===== src/rtl/mac40_pkg.sv =====
`timescale 1ns/1ps
package mac40_pkg;
  // Operation field, bits [19:18]
  localparam int OP_LSB = 18;
  localparam logic [1:0] OP_FULL = 2'd0;
  localparam logic [1:0] OP_DUAL = 2'd2;
  localparam logic [1:0] OP_PICK = 2'd3;
  // Half-select bits [17:16]: bit 17 for srcA, bit 16 for srcB
  localparam int SEL_LSB = 16;
  // Fixed tag field [11:4]
  localparam int TAG_LSB = 4;
  localparam int TAG_W = 8;
  localparam logic [TAG_W-1:0] TAG_VAL = 8'h01;

  // Strobes from control to datapath
  typedef struct packed {
    logic load;     // take write-port value
    logic wide;     // add full-width product
    logic laneHi;   // add upper-half lane product
    logic laneLo;   // add lower/picked lane product
    logic pickHiA;  // lower lane uses upper half of A
    logic pickHiB;  // lower lane uses upper half of B
  } macCtrl_t;
endpackage


===== src/rtl/mac40_ctrl.sv =====
`timescale 1ns/1ps
module mac40_ctrl
  import mac40_pkg::*;
#(
  parameter int INST_W = 32
) (
  input  logic              clk,
  input  logic              rst_n,
  input  logic              instValid,
  input  logic [INST_W-1:0] instWord,
  input  logic              accWrEn,
  output macCtrl_t          ctrl,
  output logic              illegalInst
);
  logic [1:0]       opField;
  logic [1:0]       selField;
  logic [TAG_W-1:0] tagField;
  logic             tagOk;
  logic             legal;
  logic             execute;
  logic             unusedFields;

  assign opField  = instWord[OP_LSB +: 2];
  assign selField = instWord[SEL_LSB +: 2];
  assign tagField = instWord[TAG_LSB +: TAG_W];
  assign tagOk    = (tagField == TAG_VAL);
  assign unusedFields = ^{instWord[INST_W-1:OP_LSB+2],
                          instWord[SEL_LSB-1:TAG_LSB+TAG_W],
                          instWord[TAG_LSB-1:0]};

  always_comb begin
    unique case (opField)
      OP_FULL: legal = tagOk && (selField == 2'b00);
      OP_DUAL: legal = tagOk && (selField == 2'b00);
      OP_PICK: legal = tagOk;
      default: legal = 1'b0;
    endcase
  end

  assign execute = instValid && legal && !accWrEn;

  always_comb begin
    ctrl         = '0;
    ctrl.load    = accWrEn;
    ctrl.wide    = execute && (opField == OP_FULL);
    ctrl.laneHi  = execute && (opField == OP_DUAL);
    ctrl.laneLo  = execute && ((opField == OP_DUAL) || (opField == OP_PICK));
    ctrl.pickHiA = (opField == OP_PICK) && selField[1];
    ctrl.pickHiB = (opField == OP_PICK) && selField[0];
  end

  always_ff @(posedge clk) begin
    if (!rst_n) illegalInst <= 1'b0;
    else        illegalInst <= instValid && !legal;
  end
endmodule


===== src/rtl/mac40_lane_mul.sv =====
`timescale 1ns/1ps
module mac40_lane_mul #(
  parameter int HALF_W = 16,
  parameter int ACC_W  = 40
) (
  input  logic             en,
  input  logic [HALF_W-1:0] opA,
  input  logic [HALF_W-1:0] opB,
  output logic [ACC_W-1:0]  term
);
  localparam int PROD_W = 2 * HALF_W;
  logic signed [PROD_W-1:0] prod;

  assign prod = $signed(opA) * $signed(opB);
  assign term = en ? {{(ACC_W-PROD_W){prod[PROD_W-1]}}, prod} : '0;
endmodule


===== src/rtl/mac40_datapath.sv =====
`timescale 1ns/1ps
module mac40_datapath
  import mac40_pkg::*;
#(
  parameter int DATA_W = 32,
  parameter int ACC_W  = 40
) (
  input  logic              clk,
  input  logic              rst_n,
  input  macCtrl_t          ctrl,
  input  logic [DATA_W-1:0] srcA,
  input  logic [DATA_W-1:0] srcB,
  input  logic [ACC_W-1:0]  accWrData,
  output logic [ACC_W-1:0]  accOut
);
  localparam int HALF_W = DATA_W / 2;
  localparam int PROD_W = 2 * DATA_W;
  localparam int LANES  = 2;

  logic [HALF_W-1:0] aHi, aLo, bHi, bLo;
  logic [HALF_W-1:0] laneA [LANES];
  logic [HALF_W-1:0] laneB [LANES];
  logic              laneEn [LANES];
  logic [ACC_W-1:0]  laneTerm [LANES];
  logic signed [PROD_W-1:0] wideProd;
  logic [ACC_W-1:0]  wideTerm;
  logic [ACC_W-1:0]  sum;
  logic              unusedWideHi;

  assign aHi = srcA[DATA_W-1:HALF_W];
  assign aLo = srcA[HALF_W-1:0];
  assign bHi = srcB[DATA_W-1:HALF_W];
  assign bLo = srcB[HALF_W-1:0];

  // lane 0: lower halves, or the picked halves
  assign laneA[0]  = ctrl.pickHiA ? aHi : aLo;
  assign laneB[0]  = ctrl.pickHiB ? bHi : bLo;
  assign laneEn[0] = ctrl.laneLo;
  // lane 1: upper halves
  assign laneA[1]  = aHi;
  assign laneB[1]  = bHi;
  assign laneEn[1] = ctrl.laneHi;

  for (genvar g = 0; g < LANES; g++) begin : g_lane
    mac40_lane_mul #(.HALF_W(HALF_W), .ACC_W(ACC_W)) u_mul (
      .en  (laneEn[g]),
      .opA (laneA[g]),
      .opB (laneB[g]),
      .term(laneTerm[g])
    );
  end

  assign wideProd     = $signed(srcA) * $signed(srcB);
  assign wideTerm     = ctrl.wide ? wideProd[ACC_W-1:0] : '0;
  assign unusedWideHi = ^wideProd[PROD_W-1:ACC_W];
  assign sum          = accOut + wideTerm + laneTerm[0] + laneTerm[1];

  always_ff @(posedge clk) begin
    if (!rst_n)                                   accOut <= '0;
    else if (ctrl.load)                           accOut <= accWrData;
    else if (ctrl.wide || ctrl.laneHi || ctrl.laneLo) accOut <= sum;
  end
endmodule


===== src/rtl/mac40_unit.sv =====
`timescale 1ns/1ps
module mac40_unit
  import mac40_pkg::*;
#(
  parameter int DATA_W = 32,
  parameter int ACC_W  = 40
) (
  input  logic              clk,
  input  logic              rst_n,
  input  logic              instValid,
  input  logic [31:0]       instWord,
  input  logic [DATA_W-1:0] srcA,
  input  logic [DATA_W-1:0] srcB,
  input  logic              accWrEn,
  input  logic [ACC_W-1:0]  accWrData,
  output logic [ACC_W-1:0]  accOut,
  output logic              illegalInst
);
  macCtrl_t ctrl;

  mac40_ctrl #(.INST_W(32)) u_ctrl (
    .clk(clk), .rst_n(rst_n), .instValid(instValid), .instWord(instWord),
    .accWrEn(accWrEn), .ctrl(ctrl), .illegalInst(illegalInst)
  );

  mac40_datapath #(.DATA_W(DATA_W), .ACC_W(ACC_W)) u_dp (
    .clk(clk), .rst_n(rst_n), .ctrl(ctrl), .srcA(srcA), .srcB(srcB),
    .accWrData(accWrData), .accOut(accOut)
  );
endmodule


===== config.mk =====
export PLATFORM = sky130hd
export DESIGN_NAME = mac40_unit
export DESIGN_NICKNAME = d
export VERILOG_FILES = /design/src/rtl/mac40_pkg.sv /design/src/rtl/mac40_ctrl.sv /design/src/rtl/mac40_lane_mul.sv /design/src/rtl/mac40_datapath.sv /design/src/rtl/mac40_unit.sv
export SDC_FILE = /design/constraint.sdc
export NUM_CORES = 2
export LEC_CHECK = 0
export ABC_CLOCK_PERIOD_IN_PS = 14300
export BUFFER_PORTS_ARGS = -buffer_cell sky130_fd_sc_hd__buf_2
export CAP_MARGIN = 20
export CORE_MARGIN = 4
export CORE_UTILIZATION = 45
export CTS_BUF_LIST = sky130_fd_sc_hd__clkbuf_4 sky130_fd_sc_hd__clkbuf_8
export DETAILED_ROUTE_END_ITERATION = 10
export PLACE_DENSITY = 0.59
export SLEW_MARGIN = 20
export SYNTH_ARGS = -nofsm -noshare
export SYNTH_HDL_FRONTEND = slang
export SYNTH_SLANG_ARGS = --single-unit

===== constraint.sdc =====
create_clock -name clk -period 14.3 [get_ports clk]
set_input_delay 2.86 -clock clk [delete_from_list [all_inputs] [get_ports clk]]
set_output_delay 2.86 -clock clk [all_outputs]
set_load 0.03 [all_outputs]

* Yosys cells after proc, flatten, opt, wreduce, memory -nomap -nowiden *
Cells that the tools add are included.

cells by class
  $mul = 3
  equality and inequality tests = 3
  multiplexer cells = 8
  reductions and logical operators = 18
  add/subtract/negate cells = 3

operators by type and width
  kind                count
  $mux 40             5
  $add 40x40->40      3
  $mul 16x16->32      2
  $mul 32x32->40      1
  $mux 16             2
  $logic_and 1x1->1   9
  $eq 8x1->1 const B  1
  $eq 2x2->1 const B  2
  $logic_not 2->1     2
  $logic_or 1x1->1    3
  $logic_not 1->1     2
  $pmux 1 s2          1
  $reduce_bool 2->1   1
  $reduce_or 2->1     1

word-level totals
  register bits after elaboration = 41
  output and inout port bits = 41
  input bits = 140
  logic and storage cells = 37

* Longest topological paths before layout *
  word-level depth = 12
  gate-level depth with buffers = 46

* Modules after synthesis *
From an unflattened synthesis, not the netlist that was laid out.

second synthesis, totals
  cell total of the unflattened synthesis = 5453
  area, all modules = 49368.6 sq um

modules (own cells, without submodules)
  module                                 area each (sq um)  cells each  sequential area each (sq um)  times used
  mac40_datapath                         29087.9            3186        800.8                         1
  mac40_lane_mul (u_dp.g_lane[0].u_mul)  10104.7            1130        0.0                           1
  mac40_lane_mul (u_dp.g_lane[1].u_mul)  10060.9            1122        0.0                           1
  mac40_ctrl                             115.1              15          20.0                          1

* Worst setup path before layout *
OpenSTA, ideal clock, no wires.

  path kind = input to register
  from = in instWord[18]
  to = reg u_dp.accOut[38]
  slack = 1.449 ns
  library setup time = 0.074 ns
  cell stages on the path = 43
  arrival time = 12.777 ns
  buffers on the path = 4
  path through = clkbuf_1 -> nand3_1 -> buf_1 -> clkbuf_1 -> mux2i_1 -> nor2_1 -> fa_1 -> inv_1 -> fa_1 -> fa_1 -> inv_1 -> fa_1 -> fa_1 -> inv_1 -> fa_1 -> inv_1 -> ha_1 -> clkbuf_1 -> (+7 left out) -> nor2_1 -> fa_1 -> inv_1 -> fa_1 -> inv_1 -> ha_1 -> a21oi_1 -> o21ai_0 -> a21o_1 -> a21o_1 -> a21o_1 -> a221oi_1 -> o21ai_1 -> a211o_1 -> a21oi_1 -> xnor2_1 -> nand2_1 -> a31oi_1

between the ends
  word-level cells in the longest chain between the ends = 12
  elaborated cells between the ends (all ways) = 27
  classes of those cells = 3 x add/sub; 1 x mul; 2 x eq/ne; 8 x mux; 13 x reduce/logical

RTL lines
  what                                                                     RTL line              source
  from (decl)                                                              mac40_unit.sv:11      input logic [31:0] instWord,
  parallel branches: the longest is 12 deep, another holds $add 40x40->40  -
  to (signal assigned)                                                     mac40_datapath.sv:60  else if (ctrl.load) accOut <= accWrData;
  to (signal assigned)                                                     mac40_datapath.sv:61  else if (ctrl.wide || ctrl.laneHi || ctrl.laneLo) accOut <= sum;
  to (decl)                                                                mac40_datapath.sv:14  output logic [ACC_W-1:0] accOut

Several ways; the timed one is not identified. The select of a mux whose other input is x is not followed.
A chain may end at the register's enable or synchronous reset.

* Worst setup path after layout *
  from = in instWord[18]
  to = reg u_dp.accOut[37]

Same word-level chain as after synthesis.

==> flow_results.org <==
** Logic synthesis
- The cell area that synthesis handed to floorplanning was 48700 um2.
- Count of unique library cells instantiated by Yosys :: 62
- Synth Register Bits :: 41
- Sequential fraction of the synthesis area :: 0.0168
- Most used flip-flop cell after synthesis :: dfxtp_1
- Syn Nets :: 7297
- Fraction of registers with async set or reset after synthesis :: 0
- Post-synthesis cell count :: 5554
- Number of synthesized flops with an enable pin :: 0
- After synthesis, the mean cell area works out to 8.78 um2.
- Number of synthesis warnings :: 0

** Detailed routing
- Final WL :: roughly 140 mm
- Vias after detailed routing :: approximately 37000
- After detailed routing, the number of remaining DRC violations is 0.
- First-pass iteration count of the detailed router :: 6
- Once detail routing completed, the nets flagged for antenna violations numbered 0.
- Detailed-route vias per instance :: 5.23
- Routed wirelength normalized by instance count :: 19.9 um
- DR iter-0 viols :: 2209

** Floorplanning
- between 150 and 200 I/O pins were placed.
- In this run the vertical extent of the chip is 337 um.
- Initial core utilization :: 0.454
- The total area inside the core boundary comes to approximately 110000 um2.
- Die W :: roughly 340 um
- The die covers 114000 um2.
- Row generation in the floorplan step produced between 100 and 150 rows.

** Placement
- The congestion estimate from routability-driven global placement came to 0.951.
- Buffers placed on the I/O ports in this run total 160.
- Post-placement cell area :: ~51000 um2
- Once detailed placement completed, the half-perimeter wirelength came to 119 mm.

** Final layout
- Top library cells by usage in the layout, fill and taps aside :: inv_1 (1387), fa_1 (1240), nand2_1 (797)
- Multi-input gate area :: 41800 um2
- The area growth from synthesis to layout is 5.70%.
- Cell area after layout :: 51500 um2
- The sequential cells in the finished layout cover a total of 821 um2.
- Ratio of cells with drive above 1 in the final layout :: 0.0603
- The library cell used most frequently in the layout, excluding fill and tap cells, is inv_1.
- Fill cell total of the finished layout :: between 10000 and 15000
- The net count of the finished layout is 7344.
- For this run, the share of the core covered by cells in the final layout is 0.480.

** Clock network
- Number of CTS-inserted buffers :: 5
- Once the clock tree was built, the resizer swapped 0 gates to a different size.
- TritonCTS sink count :: 41
- The H-tree was split into 2 levels.
- Once the clock tree was built, the setup fixing pass inserted 0 buffers.
- Count of hold buffers inserted by post-cts repair :: 0
- After clock tree synthesis, the clock-pin slew on the worst setup and hold paths is roughly 0.090 ns.
- CTS tree :: done
- Clock Tree Buf Depth :: 2
- Clock Root Buffer :: clkbuf_8
- Clk_lat worst skew :: 0.32 ns

** Timing
- Setup repair after global routing left no endpoint under its margin.
- Worst-Margin Slew :: 1.03 ns
- The number of failing hold endpoints at the final stage was 0.
- The clock arrives with 0.00756 ns of skew.
- Timing-limited maximum frequency :: 73.6 MHz
- The worst pin sits at a relative slew slack of 0.316.
- Dividing the final minimum period by the clock period gives 0.951.
- On the final layout, the worst hold slack is 0.511 ns.
- The max-slew violation count was 0.
- Final critical-path required period :: 13.59 ns
- Sum of negative setup slack :: 0 ns
- Setup violations remaining at the end of the flow were counted as 0.

** Global route
- First-pass GRT wire length :: 222 mm
- Pin count of the biggest net entering global routing :: 63
- The initial antenna violation count was 11.
- The via count of the first global-routing pass is 38773.
- For this run, the total global-route usage over all layers was measured as 0.254.
- For this run the aggregate overflow at the end of global routing stands at 0.

** Setup path
- Req. time, crit path :: 14.52 ns
- Crit path kind :: in -> reg
- Critical Path Most Common Cell :: fa_1
- CP startpoint :: instWord[18]
- In this run the worst path has a maximum fanout of 23.
- Origin of the critical flop-to-flop path :: u_dp.accOut[1]
- On the critical path, the stage with the largest delay is an instance of mux2_2.
- For this run, the slowest stage of the critical path takes 0.64 ns.
- The worst setup path is launched from a primary input.
- Arrival time reported for the critical path endpoint :: ~14 ns
- Kind of end point of the critical path :: flip-flop

** Hold path
- Tightest Hold Check Type :: reg -> reg
- The worst hold path begins at u_dp.accOut[38].

** Outcome
- Result of the run :: complete, no violations

** Job
- # Max-Cap Violations :: 0
[sequential cells by signal, indices dropped and copies added (netlist names)]
signal and count:
u_ctrl.illegalInst 1, u_dp.accOut 40
[layout make-up]
type	instances	area share
inverters	1389	0.101
flip-flops and latches	41	0.0159
multi-input cells	3871	0.811
clock inverters	3	0.000899
repair buffers	293	0.0354
diodes	8	0.000389
well taps	1403	0.0341
clock buffers	5	0.00134
[critical path: cells and delay by family]
| kind | cells | cell delay [ns] |
|---|---|---|
| AOI/OAI and AO/OA | 17 | 3.85 |
| adders and majority gates | 10 | 4.68 |
| xor gates and xnor gates | 2 | 0.35 |
| muxes | 1 | 0.64 |
| buffers and inverters | 4 | 0.35 |
| and+or+nand+nor | 5 | 1.02 |
[per-layer routing]
layer,share of wire,GRT usage,up-vias
met5,0.000093,0,-
met2,0.47,0.420,1034
met1,0.43,0.359,19099
met4,0.033,0.0670,2
li1,-,-,16311
met3,0.060,0.0282,203
[synth_stat cells (26+ instances only)]
library cell	instances	area share
nor2_1	198	0.015
ha_1	363	0.093
xnor2_1	132	0.024
a21o_1	55	0.0085
nand3_1	38	0.0039
xor2_1	41	0.0074
nand2_1	797	0.061
inv_1	1387	0.11
o21ai_0	86	0.0088
a21oi_1	142	0.015
mux2_2	26	0.0060
dfxtp_1	41	0.017
clkbuf_1	247	0.019
and2_1	436	0.056
fa_1	1240	0.51
mux2i_1	31	0.0064
nand2b_1	40	0.0051
[metrics by stage]
| step | instances | worst slack [ns] |
|---|---|---|
| 5_1_grt | 7007 | 0.225 |
| 3_5_place_dp | 6997 | 0.556 |
| 2_1_floorplan | 5554 | 1.45 |
| 3_3_place_gp | 6997 | 0.567 |
| 6_report | 7013 | 0.705 |
| 4_1_cts | 7005 | 0.839 |
[cell families after synthesis]
kind of cell	after synthesis	share of synthesized area
AOI/OAI and AO/OA	435	0.0567
buffers and inverters	1642	0.126
and+or+nand+nor	1602	0.154
DFF	41	0.0168
xor gates and xnor gates	174	0.0315
muxes	57	0.0124
adders and majority gates	1603	0.602
[final timing paths]
check,to,slack [ns],cells past startpoint
max,u_dp.accOut[37],0.71,39
max reg2reg,u_dp.accOut[39],9.94,16
min,u_dp.accOut[38],0.51,2
min reg2reg,u_dp.accOut[38],0.51,2
Power is left out: the tool's default activity adds up to more than one toggle a clock period on the data nets, which glitch-free logic cannot reach.
